`config.mk`:
```
export PLATFORM = sky130hd
export DESIGN_NAME = tw_slave_ctrl
export DESIGN_NICKNAME = d
export VERILOG_FILES = /design/src/rtl/tw_pkg.sv /design/src/rtl/tw_line_sync.sv /design/src/rtl/tw_cond_detect.sv /design/src/rtl/tw_edge_counter.sv /design/src/rtl/tw_shift_reg.sv /design/src/rtl/tw_hold_ctrl.sv /design/src/rtl/tw_slave_ctrl.sv
export SDC_FILE = /design/constraint.sdc
export NUM_CORES = 1
export LEC_CHECK = 0
export BUFFER_PORTS_ARGS = -buffer_cell sky130_fd_sc_hd__buf_4
export CORE_MARGIN = 8
export CORE_UTILIZATION = 30
export DETAILED_ROUTE_END_ITERATION = 12
export GPL_TIMING_DRIVEN = 1
export PLACE_DENSITY = 0.63
export SETUP_SLACK_MARGIN = 0.4
export SYNTH_ARGS = -nofsm -noshare
export SYNTH_HDL_FRONTEND = slang
export SYNTH_SLANG_ARGS = --single-unit
export TNS_END_PERCENT = 20
```
`constraint.sdc`:
```
create_clock -name clk -period 1.9 [get_ports clk]
set_input_delay 0.19 -clock clk [delete_from_list [all_inputs] [get_ports clk]]
set_output_delay 0.19 -clock clk [all_outputs]
set_load 0.1 [all_outputs]
```
`src/rtl/tw_pkg.sv`:
```
package tw_pkg;
  typedef struct packed {
    logic scl_rise;
    logic scl_fall;
    logic start;
    logic stop;
  } tw_evt_t;
endpackage

```
`src/rtl/tw_line_sync.sv`:
```
module tw_line_sync #(
  parameter int STAGES = 2
) (
  input  logic clk,
  input  logic rst_n,
  input  logic din,
  output logic cur,
  output logic prev
);
  logic [STAGES-1:0] chain;

  for (genvar g = 0; g < STAGES; g++) begin : g_stage
    if (g == 0) begin : g_first
      always_ff @(posedge clk or negedge rst_n)
        if (!rst_n) chain[g] <= 1'b1;
        else        chain[g] <= din;
    end else begin : g_next
      always_ff @(posedge clk or negedge rst_n)
        if (!rst_n) chain[g] <= 1'b1;
        else        chain[g] <= chain[g-1];
    end
  end

  assign cur = chain[STAGES-1];

  always_ff @(posedge clk or negedge rst_n)
    if (!rst_n) prev <= 1'b1;
    else        prev <= cur;
endmodule

```
`src/rtl/tw_cond_detect.sv`:
```
module tw_cond_detect
  import tw_pkg::*;
(
  input  logic    sda_cur,
  input  logic    sda_prev,
  input  logic    scl_cur,
  input  logic    scl_prev,
  output tw_evt_t evt
);
  logic scl_high_both;

  assign scl_high_both = scl_prev & scl_cur;

  always_comb begin
    evt.scl_rise = ~scl_prev & scl_cur;
    evt.scl_fall = scl_prev & ~scl_cur;
    evt.start    = scl_high_both & sda_prev & ~sda_cur;
    evt.stop     = scl_high_both & ~sda_prev & sda_cur;
  end
endmodule

```
`src/rtl/tw_edge_counter.sv`:
```
module tw_edge_counter #(
  parameter int CNT_W = 4
) (
  input  logic             clk,
  input  logic             rst_n,
  input  logic             edge_ev,
  input  logic             wr,
  input  logic [CNT_W-1:0] wdata,
  output logic [CNT_W-1:0] q,
  output logic             wrap
);
  localparam logic [CNT_W-1:0] TOP = {CNT_W{1'b1}};

  assign wrap = edge_ev & ~wr & (q == TOP);

  always_ff @(posedge clk or negedge rst_n)
    if (!rst_n)       q <= '0;
    else if (wr)      q <= wdata;
    else if (edge_ev) q <= q + 1'b1;
endmodule

```
`src/rtl/tw_shift_reg.sv`:
```
module tw_shift_reg #(
  parameter int DATA_W = 8
) (
  input  logic              clk,
  input  logic              rst_n,
  input  logic              scl_rise,
  input  logic              scl_fall,
  input  logic              sda_in,
  input  logic              wr,
  input  logic [DATA_W-1:0] wdata,
  output logic [DATA_W-1:0] q,
  output logic              out_bit
);
  always_ff @(posedge clk or negedge rst_n)
    if (!rst_n) begin
      q       <= '0;
      out_bit <= 1'b1;
    end else if (wr) begin
      q       <= wdata;
      out_bit <= wdata[DATA_W-1];
    end else begin
      if (scl_rise) q <= {q[DATA_W-2:0], sda_in};
      if (scl_fall) out_bit <= q[DATA_W-1];
    end
endmodule

```
`src/rtl/tw_hold_ctrl.sv`:
```
module tw_hold_ctrl
  import tw_pkg::*;
(
  input  logic    clk,
  input  logic    rst_n,
  input  tw_evt_t evt,
  input  logic    wrap,
  input  logic    start_clr,
  input  logic    ovf_clr,
  input  logic    stop_clr,
  output logic    start_flag,
  output logic    ovf_flag,
  output logic    stop_flag,
  output logic    scl_pull
);
  logic start_low_seen;

  always_ff @(posedge clk or negedge rst_n)
    if (!rst_n) begin
      start_flag     <= 1'b0;
      start_low_seen <= 1'b0;
    end else if (evt.start) begin
      start_flag     <= 1'b1;
      start_low_seen <= 1'b0;
    end else if (start_clr) begin
      start_flag     <= 1'b0;
      start_low_seen <= 1'b0;
    end else if (start_flag && evt.scl_fall) begin
      start_low_seen <= 1'b1;
    end

  always_ff @(posedge clk or negedge rst_n)
    if (!rst_n)       ovf_flag <= 1'b0;
    else if (wrap)    ovf_flag <= 1'b1;
    else if (ovf_clr) ovf_flag <= 1'b0;

  always_ff @(posedge clk or negedge rst_n)
    if (!rst_n)        stop_flag <= 1'b0;
    else if (evt.stop) stop_flag <= 1'b1;
    else if (stop_clr) stop_flag <= 1'b0;

  assign scl_pull = start_low_seen | ovf_flag;
endmodule

```
`src/rtl/tw_slave_ctrl.sv`:
```
module tw_slave_ctrl
  import tw_pkg::*;
#(
  parameter int DATA_W      = 8,
  parameter int CNT_W       = 4,
  parameter int SYNC_STAGES = 2
) (
  input  logic              clk,
  input  logic              rst_n,
  input  logic              scl_i,
  input  logic              sda_i,
  output logic              scl_pull_o,
  output logic              sda_pull_o,
  input  logic              sda_out_en,
  input  logic              dr_wr,
  input  logic [DATA_W-1:0] dr_wdata,
  output logic [DATA_W-1:0] dr_q,
  input  logic              cnt_wr,
  input  logic [CNT_W-1:0]  cnt_wdata,
  output logic [CNT_W-1:0]  cnt_q,
  input  logic              start_clr,
  input  logic              ovf_clr,
  input  logic              stop_clr,
  output logic              start_flag,
  output logic              ovf_flag,
  output logic              stop_flag
);
  logic    sda_cur, sda_prev, scl_cur, scl_prev;
  logic    wrap, out_bit;
  tw_evt_t evt;

  tw_line_sync #(.STAGES(SYNC_STAGES)) u_sda_sync (
    .clk(clk), .rst_n(rst_n), .din(sda_i), .cur(sda_cur), .prev(sda_prev));

  tw_line_sync #(.STAGES(SYNC_STAGES)) u_scl_sync (
    .clk(clk), .rst_n(rst_n), .din(scl_i), .cur(scl_cur), .prev(scl_prev));

  tw_cond_detect u_cond (
    .sda_cur(sda_cur), .sda_prev(sda_prev),
    .scl_cur(scl_cur), .scl_prev(scl_prev), .evt(evt));

  tw_edge_counter #(.CNT_W(CNT_W)) u_cnt (
    .clk(clk), .rst_n(rst_n), .edge_ev(evt.scl_rise | evt.scl_fall),
    .wr(cnt_wr), .wdata(cnt_wdata), .q(cnt_q), .wrap(wrap));

  tw_shift_reg #(.DATA_W(DATA_W)) u_shift (
    .clk(clk), .rst_n(rst_n), .scl_rise(evt.scl_rise), .scl_fall(evt.scl_fall),
    .sda_in(sda_cur), .wr(dr_wr), .wdata(dr_wdata), .q(dr_q), .out_bit(out_bit));

  tw_hold_ctrl u_hold (
    .clk(clk), .rst_n(rst_n), .evt(evt), .wrap(wrap),
    .start_clr(start_clr), .ovf_clr(ovf_clr), .stop_clr(stop_clr),
    .start_flag(start_flag), .ovf_flag(ovf_flag), .stop_flag(stop_flag),
    .scl_pull(scl_pull_o));

  assign sda_pull_o = sda_out_en & ~out_bit;
endmodule

```
==> qor_table.md <==
| Parameter | This run | Unit |
|---|---|---|
| Maximum Capacitance Violations | 0 | - |
| Fill cell total of the finished layout | 340 | - |
| Worst-path maximum fanout | 4 | - |
| Clock tree from TritonCTS | built | - |
| Post-synth top area cell | sky130_fd_sc_hd__dfrtp_1 | - |
| Worst-Skew Late Latency | 0.30 | ns |
| Number of search-and-repair iterations in the first detailed-routing pass | 4 | - |
| Post-synth top area share | 0.4025 | - |
| Post-layout nets | 157 | - |
| Maximum frequency from static timing analysis | 664.3 | MHz |
| Synth unique cells | 24 | - |
| Result of the run | completed | - |
| Kind of capture point of the worst setup path | register | - |
| Die ar. | 5414 | µm² |
| Cell types occupying the most area after synthesis | sky130_fd_sc_hd__dfrtp_1, sky130_fd_sc_hd__dfstp_2, sky130_fd_sc_hd__mux2i_1, sky130_fd_sc_hd__ha_1, sky130_fd_sc_hd__o21ai_0 | - |
| Share of cells above drive strength 1 | 0.4385 | - |
| Summed negative setup slack over all endpoints | 0 | ns |
| Average wire per cell in the routed design | 12.16 | µm |
| Number of levels in the clock H-tree | 1 | - |
| Maximum number of pins on one net before global-route repair | 24 | - |
| Leakage power | 0.6626 | nW |
| Yosys warnings | 0 | - |
| P&R area growth vs syn | 41.76 | % |
| Non-filler instance count after layout | 176 | - |
| Vias in the first global route | 804 | - |
| Combinational family with the most area after synthesis | simple AND/OR/NAND/NOR gates | - |
| Worst reg-to-reg setup slack | 0.39 | ns |
| Xor/xnor share of the synthesized area | 0.02642 | - |
| RSZ-0062 raised after global routing | yes | - |
| Crit path time final | 1.505 | ns |
| Diode insertion count for antenna repair | 0 | - |
| Number of antenna violations at the first check in global routing | 0 | - |
| Fraction of synthesized area in multiplexers | 0.09182 | - |
| Flops & latches, synth | 23 | - |
| Vert. Die Dim | 73.58 | µm |
| Type of element launching the critical path | register | - |
| CTS sink cnt | 23 | - |
| Sequential share of the synthesized area | 0.5874 | - |
| Worst-margin pin slew | 0.2925 | ns |
| Post-placement cell count | 167 | - |
| Overflow left after global routing | 0 | - |
| Critical path class | reg2reg | - |
| Violation count after the first detailed-routing iteration | 11 | - |
| Root cell of the clock tree | sky130_fd_sc_hd__clkbuf_4 | - |
| Clock transition at the registers of the reported paths | 0.11 | ns |
| Final hold viol count | 0 | - |
| Data arrival time of the worst path | 1.70 | ns |
| Final period utilization | 0.7923 | - |
| Vias | 780 | - |
| Worst rel slew slack | 0.8050 | - |
| Post-synthesis average cell area | 11.57 | µm² |
| Basic-gate share of the synthesized area counting and, or, nand and nor cells | 0.1031 | - |
| Post-route ant nets | 0 | - |
| Clock buffer count from CTS | 3 | - |
| Total standard cell area after synthesis | 994.7 | µm² |
| Core footprint | 3258 | µm² |
| Effective utilization at floorplan | 0.3053 | - |
| Adder and majority gate portion of the synthesized area | 0.05031 | - |
| Die width | 73.58 | µm |
| Maximum vdd ir drop | 0.0002049 | V |
| Std-Cell Rows | 21 | - |
| Fraction of the mapped netlist area in compound gates | 0.1019 | - |
| Total of endpoints with negative setup slack in the final report | 0 | - |
| Post-DR vias/cell | 4.432 | - |
| GRT Overall Usage | 0.08206 | - |
| Global-route wire length before repair | 3.498 | mm |
| Routed wire length | 2.140 | mm |
| Drc violations | 0 | - |
| I/O pin count | 39 | - |
| Hold/Removal Path Class | in2reg | - |
| Number of standard cells after synthesis | 86 | - |
| Data required time of the worst path | 2.09 | ns |
| Largest clock skew in the final design | 0.01030 | ns |
| Sum of net half-perimeters after detailed placement | 1.667 | mm |
| Mapped Nets | 112 | - |
| PD cells | 903.5 | nW/µm² |
| Deepest clock path buffer count | 2 | - |
| Routability-driven placement congestion ratio | 0.7377 | - |
| Number of max-slew violations in the final report | 0 | - |
| Count of port buffers added during placement | 38 | - |
kinds of logic (layout without fill, tap and decap cells):
logic type / after synthesis / after routing
flops: 23 / 23
xor+xnor: 3 / 3
mux: 9 / 9
simple gates: 21 / 21
fa+ha+maj: 4 / 4
buf+inv: 9 / 53
compound gates: 17 / 17
cell usage in the layout (no fill, tap or decap):
master,count
sky130_fd_sc_hd__and2b_2,1
sky130_fd_sc_hd__nor2_1,2
sky130_fd_sc_hd__inv_1,5
sky130_fd_sc_hd__o22ai_1,2
sky130_fd_sc_hd__o21ai_0,10
sky130_fd_sc_hd__nor2b_2,1
sky130_fd_sc_hd__xor2_1,1
sky130_fd_sc_hd__inv_2,1
sky130_fd_sc_hd__a211oi_1,2
sky130_fd_sc_hd__dfstp_2,7
sky130_fd_sc_hd__nand2_1,11
sky130_fd_sc_hd__clkbuf_4,3
sky130_fd_sc_hd__buf_4,40
sky130_fd_sc_hd__nand3_1,1
sky130_fd_sc_hd__dlygate4sd3_1,3
sky130_fd_sc_hd__a32o_1,1
sky130_fd_sc_hd__a311oi_1,1
sky130_fd_sc_hd__xnor2_1,2
sky130_fd_sc_hd__clkbuf_1,1
sky130_fd_sc_hd__a21oi_1,1
sky130_fd_sc_hd__mux2_2,1
sky130_fd_sc_hd__ha_2,1
sky130_fd_sc_hd__nor2b_1,3
sky130_fd_sc_hd__ha_1,2
sky130_fd_sc_hd__nand4b_1,1
sky130_fd_sc_hd__or2_2,1
sky130_fd_sc_hd__ha_4,1
sky130_fd_sc_hd__dfrtp_1,16
sky130_fd_sc_hd__mux2i_1,8
where the power goes:
part	switching (W)	leakage [nW]	internal, W	total, W
combinational	0.000348	0.375	0.000131	0.000479
sequential	0.0000388	0.272	0.000539	0.000578
clock	0.000135	0.0150	0.0000817	0.000217
total	0.000522	0.663	0.000752	0.00127
what timing repair did:
item                                    CTS  global route
endpoints found under the hold margin    18             0
gates resized for setup                   2             1
pin swaps                                 2             0
buffers inserted                          2             0
endpoints found under the setup margin    3            10
hold buffers                              3             0
gates cloned                              0             0
layout make-up:
type / count / area, µm² / area share
inverters: 6 / 22.52 / 0.01597
clock buffers: 4 / 26.28 / 0.01863
repair buffers: 43 / 330.3 / 0.2343
well taps: 46 / 57.56 / 0.04082
multi-input cells: 54 / 389.1 / 0.2760
flip-flops and latches: 23 / 584.3 / 0.4144
critical path, cell delays in order (launching register included):
cell and delay (ns):
sky130_fd_sc_hd__dfstp_2 0.58, sky130_fd_sc_hd__inv_2 0.05, sky130_fd_sc_hd__ha_4 0.21, sky130_fd_sc_hd__nand4b_1 0.18
sky130_fd_sc_hd__xnor2_1 0.14, sky130_fd_sc_hd__mux2_2 0.25
Yosys cell counts:
cell type and count:
sky130_fd_sc_hd__nor2_1 2, sky130_fd_sc_hd__mux2i_1 8, sky130_fd_sc_hd__nand4b_1 1, sky130_fd_sc_hd__mux2_2 1, sky130_fd_sc_hd__dfstp_2 7, sky130_fd_sc_hd__clkbuf_1 1
sky130_fd_sc_hd__a311oi_1 1, sky130_fd_sc_hd__a21oi_1 1, sky130_fd_sc_hd__ha_1 4, sky130_fd_sc_hd__buf_4 1, sky130_fd_sc_hd__a211oi_1 2, sky130_fd_sc_hd__inv_1 6
sky130_fd_sc_hd__xnor2_1 2, sky130_fd_sc_hd__a32o_1 1, sky130_fd_sc_hd__o22ai_1 2, sky130_fd_sc_hd__nand3_1 1, sky130_fd_sc_hd__and2b_2 1, sky130_fd_sc_hd__or2_2 1
sky130_fd_sc_hd__xor2_1 1, sky130_fd_sc_hd__o21ai_0 10, sky130_fd_sc_hd__nor2b_1 4, sky130_fd_sc_hd__buf_2 1, sky130_fd_sc_hd__nand2_1 11, sky130_fd_sc_hd__dfrtp_1 16
final timing paths:
kind,start,to,cells after the start
worst min-delay path,start_clr,u_hold.start_low_seen$_DFFE_PN0P_,2
min in group asynchronous,rst_n,u_shift.q[7]$_DFFE_PN0P_,2
max in group asynchronous,rst_n,u_scl_sync.prev$_DFF_PN1_,2
worst min register to register,u_sda_sync.chain[0]$_DFF_PN1_,u_sda_sync.cur$_DFF_PN1_,0
worst max register to register,u_scl_sync.cur$_DFF_PN1_,u_cnt.q[3]$_DFFE_PN0P_,5
worst max-delay path,u_scl_sync.cur$_DFF_PN1_,u_cnt.q[3]$_DFFE_PN0P_,5
through the flow:
step           area [µm²]  hold slack [ns]  utilization   power, W  setup WS, ns
2_1_floorplan       997.2          -0.1056            -  0.0009274        0.1856
3_3_place_gp         1324          0.09512       0.4063   0.001051        0.2806
4_1_cts              1408          0.02418       0.4320   0.001294        0.3833
6_report             1410          0.04132       0.4328   0.001274        0.3946
5_1_grt              1410         0.005931       0.4328   0.001342        0.3364
3_5_place_dp         1324           0.1006       0.4063   0.001058        0.2416
sequential cells by signal (all words and copies together), names as in the netlist:
name,flops
u_cnt.q,4
u_hold.ovf_flag,1
u_hold.start_flag,1
u_hold.start_low_seen,1
u_hold.stop_flag,1
u_scl_sync.chain,1
u_scl_sync.cur,1
u_scl_sync.prev,1
u_sda_sync.chain,1
u_sda_sync.cur,1
u_sda_sync.prev,1
u_shift.out_bit,1
u_shift.q,8
routing by layer:
metal / up-vias / global-route usage / routed length, µm
li1: 380 / - / -
met1: 386 / 0.08447 / 833
met2: 12 / 0.1467 / 1178
met3: 2 / 0.01637 / 88
met4: 0 / 0.05322 / 40
met5: - / 0 / 0
(Power assumes the default switching activity.)
